## config.mk

```make
export PLATFORM = sky130hd
export DESIGN_NAME = sertx_top
export DESIGN_NICKNAME = d
export VERILOG_FILES = /design/src/rtl/sertx_pkg.sv /design/src/rtl/sertx_seg_timer.sv /design/src/rtl/sertx_sclk_gen.sv /design/src/rtl/sertx_top.sv
export SDC_FILE = /design/constraint.sdc
export NUM_CORES = 1
export LEC_CHECK = 0
export ABC_AREA = 0
export CORE_MARGIN = 3
export CORE_UTILIZATION = 55
export DETAILED_ROUTE_END_ITERATION = 8
export PLACE_DENSITY = 0.81
export SLEW_MARGIN = 10
export SYNTH_ARGS = -nofsm -noshare
export SYNTH_HDL_FRONTEND = slang
export SYNTH_SLANG_ARGS = --single-unit
```

## constraint.sdc

```tcl
create_clock -name clk -period 2.95 [get_ports clk]
set_input_delay 0.295 -clock clk [delete_from_list [all_inputs] [get_ports clk]]
set_output_delay 0.295 -clock clk [all_outputs]
set_load 0.02 [all_outputs]
```

## src/rtl/sertx_pkg.sv

```systemverilog
package sertx_pkg;
  typedef enum logic [2:0] {
    S_IDLE,
    S_BRK,
    S_START,
    S_DATA,
    S_STOP
  } sertx_state_e;

  // Stop period in ticks for each stop code, given the oversampling factor.
  function automatic int unsigned stop_ticks(input logic [1:0] code, input int unsigned ovs);
    case (code)
      2'd0:    return ovs;
      2'd1:    return ovs / 2;
      2'd2:    return 2 * ovs;
      default: return ovs + ovs / 2;
    endcase
  endfunction
endpackage

```

## src/rtl/sertx_seg_timer.sv

```systemverilog
module sertx_seg_timer #(
  parameter int unsigned CNT_W = 8
) (
  input  logic             clk,
  input  logic             rst,
  input  logic             run,
  input  logic             tick,
  input  logic [CNT_W-1:0] seg_len,
  output logic [CNT_W-1:0] cnt,
  output logic             done
);
  assign done = run && tick && (cnt == seg_len - 1'b1);

  always_ff @(posedge clk) begin
    if (rst || !run) begin
      cnt <= '0;
    end else if (tick) begin
      if (done) cnt <= '0;
      else      cnt <= cnt + 1'b1;
    end
  end

  assert_cnt_in_seg_R3: assert property (@(posedge clk) disable iff (rst)
    run |-> (cnt < seg_len));
endmodule

```

## src/rtl/sertx_sclk_gen.sv

```systemverilog
module sertx_sclk_gen #(
  parameter int unsigned CNT_W = 8,
  parameter int unsigned OVS   = 16
) (
  input  logic             clk,
  input  logic             rst,
  input  logic             in_bits,
  input  logic [CNT_W-1:0] phase,
  input  logic             en,
  input  logic             cpol,
  input  logic             cpha,
  output logic             sclk_o
);
  localparam logic [CNT_W-1:0] HALF = CNT_W'(OVS / 2);

  logic second_half;
  logic toggled;

  assign second_half = (phase >= HALF);
  assign toggled     = in_bits && (cpha ? !second_half : second_half);

  always_ff @(posedge clk) begin
    if (rst)      sclk_o <= 1'b0;
    else if (en)  sclk_o <= cpol ^ toggled;
    else          sclk_o <= 1'b0;
  end

  assert_sclk_off_R8: assert property (@(posedge clk) disable iff (rst)
    $past(!en) |-> !sclk_o);
endmodule

```

## src/rtl/sertx_top.sv

```systemverilog
module sertx_top #(
  parameter int unsigned OVS       = 16,
  parameter int unsigned DATA_BITS = 8,
  parameter int unsigned BRK_BITS  = 13
) (
  input  logic                 clk,
  input  logic                 rst,
  input  logic                 tick16,
  input  logic [DATA_BITS-1:0] tx_data,
  input  logic                 tx_valid,
  output logic                 tx_ready,
  input  logic                 brk_req,
  input  logic [1:0]           cfg_stop,
  input  logic                 cfg_brk_en,
  input  logic                 cfg_clk_en,
  input  logic                 cfg_cpol,
  input  logic                 cfg_cpha,
  output logic                 tx_o,
  output logic                 sclk_o,
  output logic                 busy_o
);
  import sertx_pkg::*;

  localparam int unsigned BRK_LEN = OVS * BRK_BITS;
  localparam int unsigned CNT_W   = $clog2(BRK_LEN + 1);
  localparam int unsigned IDX_W   = (DATA_BITS > 1) ? $clog2(DATA_BITS) : 1;
  localparam logic [CNT_W-1:0] BIT_LEN_C = CNT_W'(OVS);
  localparam logic [CNT_W-1:0] BRK_LEN_C = CNT_W'(BRK_LEN);
  localparam logic [IDX_W-1:0] LAST_IDX  = IDX_W'(DATA_BITS - 1);

  sertx_state_e         state;
  logic [DATA_BITS-1:0] shreg;
  logic [IDX_W-1:0]     bit_idx;
  logic [CNT_W-1:0]     stop_len_q;
  logic                 clk_en_q, cpol_q, cpha_q;
  logic [CNT_W-1:0]     seg_len;
  logic [CNT_W-1:0]     cnt;
  logic                 seg_done;
  logic                 brk_take;
  logic                 byte_take;
  logic                 in_bits;

  assign busy_o    = (state != S_IDLE);
  assign brk_take  = (state == S_IDLE) && brk_req && cfg_brk_en;
  assign tx_ready  = (state == S_IDLE) && !(brk_req && cfg_brk_en);
  assign byte_take = tx_valid && tx_ready;
  assign in_bits   = (state == S_START) || (state == S_DATA);

  always_comb begin
    case (state)
      S_BRK:   seg_len = BRK_LEN_C;
      S_STOP:  seg_len = stop_len_q;
      default: seg_len = BIT_LEN_C;
    endcase
  end

  sertx_seg_timer #(.CNT_W(CNT_W)) u_timer (
    .clk     (clk),
    .rst     (rst),
    .run     (busy_o),
    .tick    (tick16),
    .seg_len (seg_len),
    .cnt     (cnt),
    .done    (seg_done)
  );

  // Latched settings while a frame runs, live settings while idle.
  sertx_sclk_gen #(.CNT_W(CNT_W), .OVS(OVS)) u_sclk (
    .clk     (clk),
    .rst     (rst),
    .in_bits (in_bits),
    .phase   (cnt),
    .en      (busy_o ? clk_en_q : cfg_clk_en),
    .cpol    (busy_o ? cpol_q : cfg_cpol),
    .cpha    (cpha_q),
    .sclk_o  (sclk_o)
  );

  always_ff @(posedge clk) begin
    if (rst) begin
      state      <= S_IDLE;
      tx_o       <= 1'b1;
      shreg      <= '0;
      bit_idx    <= '0;
      stop_len_q <= CNT_W'(stop_ticks(2'd0, OVS));
      clk_en_q   <= 1'b0;
      cpol_q     <= 1'b0;
      cpha_q     <= 1'b0;
    end else begin
      case (state)
        S_IDLE: begin
          if (brk_take) begin
            state <= S_BRK;
            tx_o  <= 1'b0;
          end else if (byte_take) begin
            state      <= S_START;
            tx_o       <= 1'b0;
            shreg      <= tx_data;
            stop_len_q <= CNT_W'(stop_ticks(cfg_stop, OVS));
            clk_en_q   <= cfg_clk_en;
            cpol_q     <= cfg_cpol;
            cpha_q     <= cfg_cpha;
          end
        end
        S_BRK: begin
          if (seg_done) begin
            state <= S_IDLE;
            tx_o  <= 1'b1;
          end
        end
        S_START: begin
          if (seg_done) begin
            state   <= S_DATA;
            tx_o    <= shreg[0];
            bit_idx <= '0;
          end
        end
        S_DATA: begin
          if (seg_done) begin
            if (bit_idx == LAST_IDX) begin
              state <= S_STOP;
              tx_o  <= 1'b1;
            end else begin
              shreg   <= shreg >> 1;
              tx_o    <= shreg[1];
              bit_idx <= bit_idx + 1'b1;
            end
          end
        end
        S_STOP: begin
          if (seg_done) state <= S_IDLE;
        end
        default: state <= S_IDLE;
      endcase
    end
  end

  assert_ready_not_busy_R7: assert property (@(posedge clk) disable iff (rst)
    busy_o |-> !tx_ready);
  assert_idle_high_R1: assert property (@(posedge clk) disable iff (rst)
    !busy_o |-> tx_o);
  assert_break_low_R4: assert property (@(posedge clk) disable iff (rst)
    (state == S_BRK) |-> !tx_o);
  assert_start_low_R2: assert property (@(posedge clk) disable iff (rst)
    (state == S_START) |-> !tx_o);
  assert_cfg_hold_R11: assert property (@(posedge clk) disable iff (rst)
    (busy_o && $past(busy_o)) |-> ($stable(stop_len_q) && $stable(cpol_q) && $stable(cpha_q)));
endmodule

```

Word level (Yosys, flattened, before mapping)
Index checks and enable logic that the tools add are counted.

cells by class
  $add $sub $neg = 3
  $lt $le $gt $ge = 1
  equality and inequality tests = 17
  mux-type cells = 28
  bitwise operators = 3
  reduce and logical (&&, ||, !) cells = 26

operator list
  cell                   number
  $mux W8                5
  $pmux W8 S2            2
  $mux W3                8
  $pmux W6 S3            1
  $reduce_and A5 Y1      3
  $ne A2 B2 Y1 const B   6
  $pmux W3 S4            1
  $mux W1                9
  $add A8 B1 Y8 const B  1
  $eq A8 B8 Y1           1
  $ge A8 B4 Y1 const B   1
  $logic_and A1 B1 Y1    8
  $sub A8 B1 Y8 const B  1
  $eq A3 B2 Y1 const B   2
  $eq A3 B3 Y1 const B   2
  $pmux W3 S2            1
  $ne A2 B1 Y1 const B   2
  $pmux W1 S4            1
  $reduce_and A4 Y1      1
  $reduce_bool A2 Y1     2
  $reduce_bool A4 Y1     1
  $reduce_or A2 Y1       2
  $add A3 B1 Y3 const B  1
  $eq A3 B1 Y1 const B   1
  11 further kinds       15

word-level totals
  bits in registers = 35
  input port bits = 19
  output and inout port bits = 4

Logic depth before layout (Yosys ltp)
Gate-level depths: netlist (run 1).

  depth in word-level cells = 7
  depth in mapped cells = 13

Modules after synthesis
Synthesis (run 1) repeated with hierarchy kept, for this count alone.

second synthesis, totals
  cell total of the unflattened synthesis = 214
  area, all modules = 1,909.3 um^2

modules (own cells, without submodules)
  module           instances  cells each  area an instance (um^2)  seq. area each (um^2)
  sertx_top        1          131         1,208.7                  420.4
  sertx_seg_timer  1          75          630.6                    160.2
  sertx_sclk_gen   1          8           70.1                     20.0

Least setup slack after synthesis (run 1)
Ideal clock, no wire load.

  kind = reg2reg
  start point = reg state[1]
  end point = reg u_timer.cnt[3]
  library setup time = 0.064 ns
  data arrival time = 2.280 ns
  data required time = 2.886 ns
  slack = 0.606 ns
  stages on the path, launching flop included = 14
  path buffers = 3
  period minus slack after synthesis = 2.344 ns
  cells stage by stage = dfxtp_1 > buf_6 > nor2_1 > nand2_1 > nor2_1 > ha_1 > nor2b_1 > a221oi_2 > xor2_1 > and3_1 > buf_4 > or3_1 > buf_2 > nor2_1

between the ends
  word-level cells in the longest chain between the ends = 6
  elaborated cells between the ends (all ways) = 11
  those cells by class = add/sub: 1; eq/ne: 3; mux: 2; reduce/logical: 5

ends and longest elaborated chain
  item                                          RTL line               source
  start, declared                               sertx_top.sv:31        sertx_state_e state;
  start signal, assigned                        sertx_top.sv:81        state <= S_IDLE;
  start signal, assigned                        sertx_top.sv:93        state <= S_BRK;
  start signal, assigned                        sertx_top.sv:96        state <= S_START;
  $eq A3 B3 Y1 or $eq A3 B1 Y1 (tied branches)  sertx_top.sv:50        case (state)
  $pmux W8 S2                                   sertx_top.sv:50
  $sub A8 B1 Y8                                 sertx_seg_timer.sv:12  assign done = run && tick && (cnt == seg_len - 1'b1);
  $eq A8 B8 Y1                                  sertx_seg_timer.sv:12
  $logic_and A1 B1 Y1                           sertx_seg_timer.sv:12
  $mux W8                                       sertx_seg_timer.sv:18  if (done) cnt <= '0;
  end signal, assigned                          sertx_seg_timer.sv:19  else cnt <= cnt + 1'b1;
  end, declared                                 sertx_seg_timer.sv:9   output logic [CNT_W-1:0] cnt,

Several ways; a longest one is shown, not always the timed one.
A chain may end at the register's enable or synchronous reset.

Final worst setup path (run 1)
  start point = reg state[1]
  end point = reg shreg[0]

between the ends
  word-level cells in the longest chain between the ends = 7
  elaborated cells between the ends (all ways) = 21
  those cells by class = add/sub: 1; eq/ne: 8; mux: 2; reduce/logical: 10

ends and longest elaborated chain
  item                                          RTL line               source
  $eq A3 B3 Y1 or $eq A3 B1 Y1 (tied branches)  sertx_top.sv:50
  $pmux W8 S2                                   sertx_top.sv:50
  $sub A8 B1 Y8                                 sertx_seg_timer.sv:12
  $eq A8 B8 Y1                                  sertx_seg_timer.sv:12
  $logic_and A1 B1 Y1                           sertx_seg_timer.sv:12
  $ne A2 B2 Y1 (no line)                        n/a
  $reduce_and A5 Y1 (no line)                   n/a
  end signal, assigned                          sertx_top.sv:98        shreg <= tx_data;
  end signal, assigned                          sertx_top.sv:124       shreg <= shreg >> 1;
  end, declared                                 sertx_top.sv:32        logic [DATA_BITS-1:0] shreg;

Several ways; a longest one is shown, not always the timed one.

==> flow_summary.ini, run 1 <==
[outcome]
status = finished clean

[power_and_ir_drop]
p_comb_frac = 0.277
p_leak_nw = 0.873
power.density_nw_per_um2 = 490
switching_power_mw = 0.343
clkPwrFrac = 0.264
swShare = 0.336
seqPwrFrac = 0.459
p_int_mw = 0.679
ir_drop_v = 0.000309

[final_layout]
final_common_cell = dfxtp_1
nFillCells = 253
antenna_cells = 0
fin_cells = 272
drive_gt1_frac = 0.114
final_cell_mix = 30 x dfxtp_1, 22 x clkdlybuf4s50_1, 21 x nand2_1
nets = 254
fin_area_um2 = 2090
area_delta_synth_final_pct = 17.0

[routing]
drtIter0Drc = 63
viasPerCell = 5.85
ant_nets = 0
vias = 1592
routedWlPerCell_um = 14.7
drc = 0
drt_pass1_iterations = 4
routed_wl_mm = 4.00

[synth]
synth_cell_types = 47
synthAdderAreaFrac = 0.0561
yosysWarningCount = 0
synthMuxAreaShare = 0.0618
synth_compound_area_frac = 0.193
synth-xor-area-share = 0.0540
netlist_area_um2 = 1780
synth-seq-area-share = 0.337
synth_top_family_by_area = simple AND/OR/NAND/NOR gates
synthCells = 208
post_synth_and_or_nand_nor_area_fraction = 0.228
synth.avg_cell_area_um2 = 8.57
synth_fp_nets = 235
synth_seq_cells = 30

[die]
dieArea_um2 = 3960
io_pins = 23
start_util = 0.579
fp.dieH_um = 62.9
die_w_um = 62.9
coreArea_um2 = 3080
rows = 20

[hold_path]
hold_class = reg2reg
worst_hold_startpoint = clk_en_q

[sta]
layout_min_cycle_time_ns = 2.75
final_hold_viol_count = 0
drv_slew = 0
fin_skew_ns = 0.00632
worst_slew_pin_slew_ns = 0.679
fin_crit_sh = 0.933
relSlewSlack = 0.546
holdWs_ns = 0.469
finalSetupViolCount = 0
fin_ws_ns = 0.199
setup_tns_ns = 0
max_freq_ghz = 0.363

[grt]
grt_max_degree = 22
track_usage = 0.214
antenna_found_initial = 0
grt_remaining_overflow = 0
grt_pass1_vias = 1491
grt_pass1_wl_mm = 6.80

[clock_tree]
cts_buffers = 5
postCtsSetupBuffers = 0
hold_buffers = 0
cts.htree.levels = 2
root_buffer = clkbuf_4
clock_latency_ns = 0.34
clockBufferDepth = 2
cts_sinks = 30
clk_pin_slew_ns = 0.10
cts_tree = done

[placement]
portBuffers = 22
gp_congestion = 0.926
dpl.hpwl_mm = 2.97
preCtsSetupSlack_ns = 0.175
place_inst = 264
placed_area_um2 = 2020

[critical_path]
critPathCaptureType = flop
critPathKind = reg2reg
r2r-start = state[1]
arrival_ns = 3.04
critPathLaunchType = flop
cp_data_required_time_ns = 3.24
crit_start = state[1]
critPathMaxFanout = 15

[job]
drv_cap = 0
==> through the flow <==
stage               utilization  total power [mW]
finish                    0.678              1.02
global route              0.678              1.07
CTS                       0.677              1.02
detailed placement        0.656             0.754
global placement          0.656             0.742
floorplan                     -             0.655
==> state kept, by name, summed over array words and instances, names as in the netlist, 3 cells and up <==
signal	flops
state	3
bit_idx	3
shreg	8
stop_len_q	3
u_timer.cnt	8
==> routing by layer <==
layer  vias up  routed length [µm]  GRT usage  share of wire
met3        12                 258     0.0486          0.065
met2        62                1930      0.354           0.48
met1       733                1720      0.262           0.43
met5         -                   0          0              0
met4         0                  98     0.0992          0.025
li1        785                   -          -              -
==> kinds of logic (layout without fill, tap and decap cells) <==
| group | Yosys count | count (layout) |
|---|---|---|
| AO/OA/AOI/OAI | 45 | 45 |
| XOR/XNOR | 11 | 11 |
| adder cells (fa/ha/maj) | 8 | 8 |
| buffers and inverters | 27 | 47 |
| flip-flops | 30 | 30 |
| multiplexers | 11 | 11 |
| AND/OR/NAND/NOR | 76 | 76 |
==> synth_stat cells (all sizes together) <==
cell     count  share of area
o32a         1         0.0056
a221oi       1         0.0084
nor3         6          0.020
a211oi       8          0.036
nor2        19          0.040
a21o         1         0.0042
a22o         1         0.0049
a32o         2          0.011
ha           8          0.056
nor4b        1         0.0084
a41o         6          0.034
inv         11          0.023
nor4         1         0.0070
or3          2         0.0070
clkbuf       9          0.019
o21ai        3         0.0084
nand3b       1         0.0042
a211o        2         0.0098
xnor2        4          0.020
buf          7          0.028
a21oi       14          0.041
nand2       21          0.044
mux2i       11          0.062
nand2b       1         0.0035
xor2         7          0.034
a22oi        1         0.0042
or4          1         0.0042
dfxtp       30           0.34
and3         4          0.014
a2111oi      1         0.0084
nand3        6          0.017
a31oi        2         0.0070
nand4        5          0.021
and4bb       1         0.0070
nor2b        3          0.011
o21a         1         0.0042
or3b         3          0.015
a31o         1         0.0049
nor4bb       1         0.0056
==> what timing repair did <==
action	CTS	global route
setup endpoints to repair	0	18
endpoints found under the hold margin	0	0
gates resized for setup	0	1
==> power by group through the flow <==
stage / registers, mW / logic (mW) / clock network, mW
after floorplan: 0.468 / 0.187 / 0
after global placement: 0.473 / 0.269 / 0
after detailed placement: 0.476 / 0.278 / 0
after CTS: 0.467 / 0.279 / 0.271
after global routing: 0.473 / 0.307 / 0.292
final: 0.469 / 0.283 / 0.270
==> final cells by class <==
| cell class | count | area (µm²) | share of cell area |
|---|---|---|---|
| Clock inverter | 2 | 12.5 | 0.00600 |
| Clock buffer | 6 | 51.3 | 0.0246 |
| Sequential cell | 30 | 601 | 0.288 |
| Inverter | 11 | 41.3 | 0.0198 |
| Multi-Input combinational cell | 151 | 1060 | 0.508 |
| Timing Repair Buffer | 28 | 265 | 0.127 |
| Tap cell | 44 | 55.1 | 0.0264 |
==> path summary, 6_finish.rpt <==
check | endpoint | slack [ns] | cells after the start
max | shreg[0] | 0.20 | 10
min | clk_en_q | 0.47 | 2
max reg2reg | shreg[0] | 0.20 | 10
min reg2reg | clk_en_q | 0.47 | 2
==> critical path: stages, from the launching register on <==
cell and delay (ns):
dfxtp_1 0.42, nor2_2 0.29, nand2_1 0.12, nor2_1 0.11, ha_1 0.23, xor2_1 0.25, nand4_1 0.12, a21oi_1 0.29
nand4_2 0.38, a211oi_1 0.37, a41o_1 0.13
No activity file was read; power rests on OpenSTA's default activity.
==> inputs of run 2 (changes only) <==
- CORE_ASPECT_RATIO: default -> 1.4
==> run 2 against run 1 <==
Against the previous run:
- clock power is 52% higher
- sequential share of layout area is 0.63 points lower
- global-route usage is 3.5 points higher
- sequential power is 0.9% lower
- via count is 2.1% higher
- register-to-register slack better by 0.095 ns
- non-clock buffer count stayed put
- total power is 14% higher
- setup slack better by 0.095 ns
- utilization is 3.5 points higher
- final cell count is 2.6% lower
- routed wire length is 4.9% higher
==> flow_summary.ini, run 2 (synthesis gave the netlist of run 1 again) <==
[die]
die_w_um = 54.1
coreArea_um2 = 2990
fp.dieH_um = 73.4
io_pins = 23
dieArea_um2 = 3970
start_util = 0.596
rows = 23

[final_layout]
final_common_cell = dfxtp_1
fin_area_um2 = 2130
nFillCells = 241
drive_gt1_frac = 0.118
utilization = 0.712
final_cell_mix = 30 x dfxtp_1, 22 x clkdlybuf4s50_1, 21 x nand2_1
antenna_cells = 0
nets = 254
area_delta_synth_final_pct = 19.6
top_regs = shreg (8), u_timer.cnt (8)

[sta]
worst_slew_pin_slew_ns = 0.680
relSlewSlack = 0.545
holdWs_ns = 0.472
setup_tns_ns = 0
finalSetupViolCount = 0
rsz0062_at_grt = false
fin_crit_sh = 0.900
layout_min_cycle_time_ns = 2.66
drv_slew = 0
fin_skew_ns = 0.00449
max_freq_ghz = 0.377
final_hold_viol_count = 0

[job]
drv_cap = 0

[critical_path]
arrival_ns = 2.84
cp_top_family = simple AND/OR/NAND/NOR gates
slowest_stage = dfxtp_1
slowest_delay_ns = 0.40
critPathMaxFanout = 9
critPathBufInv = 0
critPathLaunchType = flop
critPathKind = reg2reg
crit_path_cell_trace = nor2_2 -> nand2_1 -> nor2_1 -> ha_1 -> xor2_1 -> nand4_1 -> a21oi_1 -> and3_2 -> o21ai_1 -> a211o_1
critPathCaptureType = flop
cp_data_required_time_ns = 3.13

[clock_tree]
root_buffer = clkbuf_8
postCtsSetupBuffers = 0
clock_latency_ns = 0.29
clockBufferDepth = 2
clk_pin_slew_ns = 0.06
cts.htree.levels = 2
cts_sinks = 30
cts_tree = done
cts_buffers = 5

[routing]
vias = 1625
routed_wl_mm = 4.19
viasPerCell = 6.13
ant_nets = 0
drtIter0Drc = 24
routedWlPerCell_um = 15.8
drt_pass1_iterations = 4
drc = 0

[grt]
grt_remaining_overflow = 0
grt_max_degree = 22
busiest_layer = met2
grtUsageMet1 = 0.268
antenna_found_initial = 0
grt_pass1_wl_mm = 7.17
use_met3 = 0.0629
track_usage = 0.249
gr-usage-met2 = 0.426
grt_pass1_vias = 1611

[placement]
placed_area_um2 = 2010
dpl.hpwl_mm = 3.00
portBuffers = 22
gp_congestion = 0.862

[power_and_ir_drop]
ir_drop_v = 0.000485
power_mw = 1.16
p_leak_nw = 0.896
power.density_nw_per_um2 = 546

[outcome]
status = finished clean

[hold_path]
hold_class = reg2reg
[run 2: cell count changes in the layout (fill, tap and decap cells not counted)]
cell        change
bufinv_16       +1
clkbuf_8        +4
and3_2          +1
clkinv_2        +1
clkinvlp_4      -1
nand4_2         -1
nand4_4         +1
clkbuf_4        -5
and3_1          -1
[run 2: timing repair]
item | CTS | global route
setup endpoints to repair | 0 | 18
hold buffers | 0 | 0
gates resized for setup | 0 | 3
[run 2: per-stage QoR]
stage                     cells  setup WS [ns]
after CTS                   265          0.207
after global routing        265         0.0821
after detailed placement    257          0.287
after floorplan             208          0.606
final                       265          0.294
after global placement      257          0.444
[run 2: area by class of cell]
class | instances | area (µm²) | share of cell area
clock inverter | 3 | 40.0 | 0.0188
multi-input combinational | 151 | 1070 | 0.502
sequential | 30 | 601 | 0.282
clock buffer | 5 | 68.8 | 0.0323
tap | 37 | 46.3 | 0.0217
timing repair buffer | 28 | 265 | 0.124
inverter | 11 | 41.3 | 0.0194
[run 2: path summary, 6_finish.rpt]
check	start	to	slack [ns]	depth (start not counted)
max	state[0]	tx_o	0.29	10
min	cpha_q	cpha_q	0.47	2
max reg2reg	state[0]	tx_o	0.29	10
min reg2reg	cpha_q	cpha_q	0.47	2
[run 2: per-layer routing]
metal,vias up,routed length (µm)
met2,55,2210
met5,-,0
met4,0,143
met1,770,1630
met3,18,199
li1,782,-
[run 2: where the power goes]
group / internal [mW] / switching (mW) / total, mW / leakage, nW
Sequential: 0.437 / 0.0280 / 0.465 / 0.244
Clock: 0.248 / 0.163 / 0.411 / 0.0579
Combinational: 0.128 / 0.160 / 0.289 / 0.593
[run 2: worst register-to-register path: stages (launching register included)]
cell and delay, ns:
dfxtp_1 0.40, nor2_2 0.25, nand2_1 0.11, nor2_1 0.12, ha_1 0.24, xor2_1 0.22
nand4_1 0.12, a21oi_1 0.33, and3_2 0.36, o21ai_1 0.11, a211o_1 0.30
==> inputs of run 3 (changes only) <==
- CORE_UTILIZATION: 55 -> 49
- PLACE_DENSITY: 0.81 -> 0.77
- clock period: 2.95 -> 2.2 ns (I/O delays scaled with it)
==> run 3 against run 2 <==
Against the previous run:
- the flow now finishes with violations (setup timing)
- sequential power increased by 34%
- total power grew 29%
- final cell count increased by 8.7%
- non-clock buffer count is 20 higher
- clock skew fell by 0.00085 ns
- register-to-register slack got worse by 0.40 ns
==> flow_summary.ini, run 3 (synthesis gave the netlist of run 1 again) <==
[clock_tree]
hold_buffers = 0
cts_tree = done
cts_sinks = 30
root_buffer = clkbuf_8
clk_pin_slew_ns = 0.06
cts.htree.levels = 2
cts_buffers = 5
clock_latency_ns = 0.28
clockBufferDepth = 2

[die]
dieArea_um2 = 4410
coreArea_um2 = 3440
rows = 25
io_pins = 23
fp.dieH_um = 77.4
die_w_um = 57.0
start_util = 0.518

[critical_path]
critPathLaunchType = flop
slowest_delay_ns = 0.36
critPathKind = reg2reg
critPathCaptureType = flop
critPathMaxFanout = 5
slowest_stage = dfxtp_4
arrival_ns = 2.47
cp_data_required_time_ns = 2.37
crit_path_cell_trace = and4bb_2 -> inv_2 -> ha_4 -> nor2b_4 -> a221oi_4 -> xor2_2 -> buf_4 -> and3_4 -> mux2i_1 -> a211oi_1

[grt]
busiest_layer = met2
grt_max_degree = 22
gr-usage-met2 = 0.360
grt_pass1_vias = 1644
use_met3 = 0.0449
grt_pass1_wl_mm = 7.45
antenna_found_initial = 0
grt_remaining_overflow = 0
grtUsageMet1 = 0.240
track_usage = 0.210

[sta]
worst_slew_pin_slew_ns = 0.493
drv_slew = 0
fin_skew_ns = 0.00364
fin_crit_sh = 1.05
relSlewSlack = 0.667
finalSetupViolCount = 12
layout_min_cycle_time_ns = 2.30
setup_tns_ns = -0.578
rsz0062_at_grt = true
fin_ws_ns = -0.103
final_hold_viol_count = 0
holdWs_ns = 0.465
max_freq_ghz = 0.434

[outcome]
violations = setup timing
status = finished with violations

[hold_path]
hold_class = reg2reg

[placement]
place_inst = 276
gp_congestion = 0.976
dpl.hpwl_mm = 3.08
portBuffers = 22
placed_area_um2 = 2160
preCtsSetupSlack_ns = -0.191

[final_layout]
final_cell_mix = 28 x dfxtp_1, 24 x buf_4, 21 x clkdlybuf4s50_1
utilization = 0.708
nets = 275
final_common_cell = dfxtp_1
nFillCells = 268
antenna_cells = 0
fin_cells = 288
fin_area_um2 = 2440
top_regs = shreg (8), u_timer.cnt (8)
area_delta_synth_final_pct = 36.6
drive_gt1_frac = 0.274

[routing]
drc = 0
routedWlPerCell_um = 16.1
viasPerCell = 5.85
ant_nets = 0
routed_wl_mm = 4.64
drtIter0Drc = 34
drt_pass1_iterations = 4
vias = 1686

[power_and_ir_drop]
power.density_nw_per_um2 = 617
power_mw = 1.50
p_leak_nw = 1.03
ir_drop_v = 0.000528

[job]
drv_cap = 0
run 3: worst paths after layout:
check	startpoint	end	slack [ns]	cells after the start
max	state[0]	state[0]	-0.10	10
min	shreg[7]	shreg[7]	0.46	2
max reg2reg	state[0]	state[0]	-0.10	10
min reg2reg	shreg[7]	shreg[7]	0.46	2
run 3: power by group:
part	switching, mW	internal [mW]	total, mW
clock network	0.205	0.212	0.417
registers	0.0330	0.588	0.621
logic	0.247	0.219	0.466
run 3: timing repair:
item	4_1_cts	5_1_grt
gates resized for setup	15	15
pin swaps	5	20
endpoints found under the hold margin	0	0
gates cloned	1	1
setup buffers	0	3
setup endpoints to repair	21	21
run 3: worst max-delay path: cells and delay by family, from the launching register on:
family          cells  cell delay (ns)
xor+xnor            1             0.28
buf+inv             2             0.22
compound gates      2             0.31
mux                 1             0.19
simple gates        3             0.64
fa+ha+maj           1             0.17
flops               1             0.36
run 3: final cells by class:
| type | instances | area [µm²] | area share |
|---|---|---|---|
| Clock inverter | 2 | 10.0 | 0.00411 |
| Sequential cell | 30 | 606 | 0.249 |
| Timing Repair Buffer | 48 | 444 | 0.182 |
| Inverter | 11 | 41.3 | 0.0169 |
| Clock buffer | 5 | 68.8 | 0.0282 |
| Tap cell | 40 | 50.0 | 0.0205 |
| Multi-Input combinational cell | 152 | 1220 | 0.499 |
run 3: metal layers:
metal  share of wire  vias to the layer above
met4           0.015                        0
met2            0.55                       40
met3           0.035                        6
li1                -                      822
met1            0.40                      818
met5               0                        -
